## config.mk

```make
export PLATFORM = sky130hd
export DESIGN_NAME = prescaled_timer
export DESIGN_NICKNAME = d
export VERILOG_FILES = /design/src/rtl/prescaled_timer.sv
export SDC_FILE = /design/constraint.sdc
export NUM_CORES = 1
export LEC_CHECK = 0
export ABC_AREA = 1
export BUFFER_PORTS_ARGS = -buffer_cell sky130_fd_sc_hd__buf_2
export CAP_MARGIN = 20
export CELL_PAD_IN_SITES_DETAIL_PLACEMENT = 2
export CELL_PAD_IN_SITES_GLOBAL_PLACEMENT = 2
export CORE_ASPECT_RATIO = 0.75
export CORE_MARGIN = 2
export CORE_UTILIZATION = 27
export DETAILED_ROUTE_END_ITERATION = 16
export PLACE_DENSITY = 0.82
export SLEW_MARGIN = 10
export SYNTH_ARGS = -nofsm -noshare
export SYNTH_HDL_FRONTEND = slang
export SYNTH_SLANG_ARGS = --single-unit
```

## constraint.sdc

```tcl
create_clock -name clk -period 1.31 [get_ports clk]
set_clock_uncertainty 0.05 [all_clocks]
set_input_delay 0 -clock clk [delete_from_list [all_inputs] [get_ports clk]]
set_output_delay 0 -clock clk [all_outputs]
set_load 0.02 [all_outputs]
```

## src/rtl/prescaled_timer.sv

```systemverilog
module prescaled_timer #(
  parameter int PW = 7,
  parameter int CW = 8
) (
  input  logic          clk,
  input  logic          rst_n,
  input  logic [1:0]    addr,
  input  logic          wr_en,
  input  logic [7:0]    wdata,
  output logic [7:0]    rdata,
  output logic          irq,
  output logic          pin_oe,
  output logic          pin_out
);
  localparam logic [PW-1:0] PS_INIT = {PW{1'b1}};
  localparam logic [CW-1:0] CNT_INIT = {CW{1'b1}};

  logic [PW-1:0] psc;
  logic [CW-1:0] cnt;
  logic          zf, ien, pdir, pdat, run;
  logic [2:0]    div;
  logic [PW:0]   span, half, mask;
  logic          tick, wrap;
  logic          wr_psc, wr_cnt, wr_ctl;

  assign wr_psc = wr_en && addr == 2'd0;
  assign wr_cnt = wr_en && addr == 2'd1;
  assign wr_ctl = wr_en && addr == 2'd2;

  assign span = (PW+1)'(1) << div;
  assign half = span >> 1;
  assign mask = span - 1'b1;
  assign tick = run && (({1'b0, psc} & mask) == half);
  assign wrap = tick && cnt == '0;

  always_ff @(posedge clk) begin
    if (!rst_n) begin
      psc <= PS_INIT;
      cnt <= CNT_INIT;
      zf <= 1'b0;
      {ien, pdir, pdat, run, div} <= '0;
      pin_out <= 1'b0;
    end else begin
      if (!run)        psc <= PS_INIT;
      else if (wr_psc) psc <= wdata[PW-1:0];
      else             psc <= psc - 1'b1;

      if (wr_cnt)    cnt <= wdata[CW-1:0];
      else if (tick) cnt <= cnt - 1'b1;

      zf <= (wr_ctl ? wdata[7] : zf) | wrap;
      if (wr_ctl) {ien, pdir, pdat, run, div} <= wdata[6:0];

      if (wrap && pdir) pin_out <= pdat;
    end
  end

  always_comb begin
    case (addr)
      2'd0:    rdata = 8'({1'b0, psc});
      2'd1:    rdata = 8'(cnt);
      2'd2:    rdata = {zf, ien, pdir, pdat, run, div};
      default: rdata = 8'h00;
    endcase
  end

  assign irq = ien & zf;
  assign pin_oe = pdir;

  assert_halt_R3: assert property (@(posedge clk) disable iff (!rst_n)
    !run |=> psc == PS_INIT);
  assert_step_R4: assert property (@(posedge clk) disable iff (!rst_n)
    run && !wr_psc |=> psc == $past(psc) - 1'b1);
  assert_load_R6: assert property (@(posedge clk) disable iff (!rst_n)
    wr_cnt |=> cnt == $past(wdata[CW-1:0]));
  assert_frozen_R3: assert property (@(posedge clk) disable iff (!rst_n)
    !run && !wr_cnt |=> $stable(cnt));
  assert_wrap_R7: assert property (@(posedge clk) disable iff (!rst_n)
    wrap |=> zf);
  assert_sticky_R7: assert property (@(posedge clk) disable iff (!rst_n)
    zf && !wr_ctl |=> zf);
  assert_pinhold_R10: assert property (@(posedge clk) disable iff (!rst_n)
    !(wrap && pdir) |=> $stable(pin_out));
endmodule

```

==> After elaboration in Yosys (flattened, before gate mapping) <==
Index checks and enable logic that the tools add are counted.
{ "totals": {"inputBits": 13, "word_cells": 34, "regBits": 24, "output_inout_bits": 11} }
{ "classes": {"n_eq_ne": 3, "addsub": 3, "reduce_logical": 10, "n_bitwise": 3, "n_shift": 1, "muxes": 5} }
{ "op_table": {"columns": ["operator", "count"], "rows": [
  ["$pmux W8 S3", 1],
  ["$mux W8", 2],
  ["$sub A8 B1 Y8 const B", 2],
  ["$and A7 B8 Y8", 1],
  ["$eq A8 B7 Y1", 1],
  ["$logic_not A8 Y1", 1],
  ["$shl A1 B3 Y8 const A", 1],
  ["$mux W7", 1],
  ["$sub A7 B1 Y7 const B", 1],
  ["$logic_and A1 B1 Y1", 6],
  ["$eq A2 B1 Y1 const B", 1],
  ["$eq A2 B2 Y1 const B", 1],
  ["$logic_not A2 Y1", 1],
  ["$reduce_and A2 Y1", 1],
  ["$reduce_bool A2 Y1", 1],
  ["$and A1 B1 Y1", 1],
  ["$mux W1", 1],
  ["$or A1 B1 Y1", 1]
]} }

==> Logic depth before layout (Yosys ltp) <==
{ "logic_depth": {"word_depth": 7, "depth_mapped": 11, "mapped_depth_nobuf": 11} }

==> Worst setup path before layout <==
OpenSTA, ideal clock, no wires.
{ "synth_timing": {"path_kind": "register -> register", "start": "register psc[0]", "end": "register psc[6]", "arrival_time_ps": 1155, "n_path_buf": 0, "setup_time_ps": 129, "path_stages_with_launch": 10, "required_time_ps": 1131, "synth_period_minus_slack_ps": 1334, "slack_ps": -24, "cell_sequence": "dfxtp_1 > inv_1 > ha_1 > inv_1 > nor2_1 > nand2_1 > nor3_1 > a21oi_1 > o21ai_0 > o211ai_1"} }
{ "synth_between": {"elab_chain_len": 2} }
{ "synth_rtl": {"columns": ["element", "line_no", "text"], "rows": [
  ["start: declaration", "18", "logic [PW-1:0] psc;"],
  ["start signal: assignment", "45", "else if (wr_psc) psc <= wdata[PW-1:0];"],
  ["start signal: assignment", "46", "else psc <= psc - 1'b1;"],
  ["$sub A7 B1 Y7", "46", null],
  ["$mux W7", "45", null]
]} }
No other way between the ends.
A chain may end at the register's enable or synchronous reset.

==> Worst setup path in the final report <==
{ "layout_timing": {"start": "register psc[1]", "end": "register pin_out"} }
{ "layout_between": {"elab_chain_len": 5} }
{ "layout_rtl": {"columns": ["element", "line_no", "text"], "rows": [
  ["$and A7 B8 Y8", "33", "assign tick = run && (({1'b0, psc} & mask) == half);"],
  ["$eq A8 B7 Y1", "33", null],
  ["$logic_and A1 B1 Y1", "33", null],
  ["$logic_and A1 B1 Y1", "34", "assign wrap = tick && cnt == '0;"],
  ["$logic_and A1 B1 Y1", "54", "if (wrap && pdir) pin_out <= pdat;"],
  ["end signal: assignment", "54", null],
  ["end: declaration", "13", "output logic pin_out"]
]} }
No other way between the ends.

==> summary.txt <==
Total CTS buffers -> 3
Final setup margin -> -0.435 ns
Max-cap violations -> 0
Status -> complete, but fails checks
Syn Std Cell Area -> 1480 um^2
Die Height -> 68.2 um
Clock Sinks -> 24
ANT cells -> 0
Ratio of cells with drive above 1 in the final layout -> 55.5%
Initial Utilization -> 27.9%
WL/cell -> 24.3 um
Drt initial violations -> 98
Synth top area cells -> dfxtp_1 32%, nand2_1 12%, inv_1 8.3%, a21oi_1 6.4%, o21ai_0 5.4%
Clock transition at path regs -> 0.10 ns
Clk root buf -> clkbuf_8
Layout area overhead -> 76.6%
Worst Tran Pin Value -> 0.383 ns
Core area -> 5320 um^2
Die width -> 89.6 um
Minimum clock period -> 1.74 ns
Drt total wl -> 9.36 mm
Post-synth EDFFs -> 0
Grt ovf -> 0
R2R depth -> 9
Layout Utilization -> 49.2%
Relative slew slack -> 74.4%
Hold Path Class -> primary input to register
Buffers on Ports -> 23
Fin nets -> 326
Synth cell count leaders -> 47 x nand2_1, 33 x inv_1, 24 x dfxtp_1
First-pass GRT wire length -> 11.8 mm
Largest fanout on the critical path -> 3
Maximum clock path buffer count -> 2
Failing checks -> setup timing
Clk Latency, worst-skew pair -> 0.29 ns
Ports -> 24
DRC viols -> 0
Synth async-reset ratio -> 0%
Syn Nets -> 238
Top-count cell post-synth -> nand2_1
Hold wc startpoint -> rst_n
Fmax -> 573 MHz
Startpoint type of the worst setup path -> register
Dpl ws -> -0.315 ns
ANT nets after route -> 0
RD Place Congestion -> 0.879
Vias per cell -> 5.18
Initial DRT Pass Iterations -> 4
Largest net degree at the start of global routing -> 17
CP arrival -> 1.91 ns
Synthesized instance count -> 223
Die footprint -> 6110 um^2
Final Cycle Share -> 133%
R2R setup slack -> -0.43 ns
Area fraction of the dominant cell type after synthesis -> 32.4%
Cell taking the most area after synthesis -> dfxtp_1
Ys flop type -> dfxtp_1
WHS Endpoint -> cnt[3]
Power after layout -> 1.92 mW
Worst Path Required -> 1.47 ns
Critical Path End Type -> register
Final hold vios -> 0
Max Slew Vio Count -> 0
Synthesized flop and latch total -> 24
Library cells used by synthesis -> 23
Hold Path Depth -> 2
Setup violators final -> 16
R2R Path Start -> psc[1]
FILL cells -> 599
Worst setup path category -> register to register
Multi-input gate area -> 1130 um^2
Synth Area per Inst -> 6.65 um^2
Row Count -> 23
Yosys warning total -> 0
HPWL after DPL -> 5.23 mm
Seq. cell area -> 509 um^2
RSZ-0062 raised after global routing -> true
Power per cell area -> 733 nW/um^2
GR Util All Layers -> 26.9%
CTS tree -> yes
Initial antenna violation count -> 0
Leak -> 1.23 nW
CTS H-tree depth -> 1
Vias in the first global route -> 2,125
Vias -> 1,993
VDD IR max -> 0.386 mV
Sequential fraction of the synthesis area -> 32.4%
FF-to-FF End -> pin_out
## metrics by stage
step | instances | cell area [um^2] | hold slack (ns) | TNS (ns)
6_report | 385 | 2620 | 0.0485 | -3.34
5_1_grt | 385 | 2620 | 0.0580 | -4.10
3_5_place_dp | 355 | 1960 | 0.230 | -2.28
4_1_cts | 376 | 2290 | 0.0135 | -1.70
2_1_floorplan | 223 | 1490 | 0.0804 | 0
3_3_place_gp | 355 | 1960 | 0.217 | -0.879
## worst max path at each step
stage	start	endpoint	slack, ns
2_1_floorplan	psc[0]	psc[6]	0.02
3_3_place_gp	psc[0]	psc[6]	-0.19
3_5_place_dp	psc[0]	psc[6]	-0.32
4_1_cts	psc[3]	pin_out	-0.21
5_1_grt	cnt[4]	pin_out	-0.45
6_report	psc[1]	pin_out	-0.43
## report_power, final
part	switching (mW)	internal [mW]
logic	0.330	0.213
registers	0.0465	0.761
clock network	0.300	0.271
## layout by cell type, fill, tap and decap left out, types with 11 or more instances in the layout
cell     Yosys  final
buf_2        0     18
buf_4        1     45
buf_6        0     14
dfxtp_1     24     11
inv_1       33     22
inv_2        5     12
nand2_1     47     31
nand2_2      3     14
nor2_1      21     11
o21ai_0     16     14
## worst max-delay path, stage by stage, from the launching register on
cell and delay [ns]:
dfxtp_2 0.34, buf_4 0.14, o21ai_1 0.13, nand3_2 0.14, nand2_2 0.17, buf_4 0.13, nand4_1 0.17, nor2_2 0.15
nor2_1 0.05, nor2_1 0.17
## cell type report
cell class	count	share of cell area, %
repair buffers	85	25.4
well taps	75	3.58
clock buffers	4	2.10
inverters	39	6.25
flip-flops and latches	24	19.4
multi-input cells	158	43.2
## sequential cells by signal, indices dropped and copies added (netlist names)
signal	count
pin_oe	1
pin_out	1
psc	7
run	1
zf	1
cnt	8
ien	1
div	3
pdat	1
## per-layer routing
metal | track usage (%) | wire length, um
met1 | 34.6 | 4160
met2 | 46.4 | 4650
met3 | 5.31 | 403
met4 | 6.16 | 142
met5 | 0 | 0
## cells by family (layout without fill, tap and decap cells)
| family | after synthesis | in the layout | synth area share (%) |
|---|---|---|---|
| AOI/OAI and AO/OA | 58 | 58 | 22.8 |
| xor gates and xnor gates | 4 | 4 | 2.36 |
| buffers and inverters | 41 | 128 | 10.8 |
| DFF | 24 | 24 | 32.4 |
| and+or+nand+nor | 94 | 94 | 30.0 |
| adders and majority gates | 2 | 2 | 1.69 |
## repair_timing
item / 4_1_cts / 5_1_grt
buffers inserted: 10 / 11
setup endpoints to repair: 16 / 20
pin swaps: 21 / 26
gates resized for setup: 46 / 76
endpoints found under the hold margin: 10 / 0
hold buffers: 8 / 0
No activity file was read; power rests on OpenSTA's default activity.
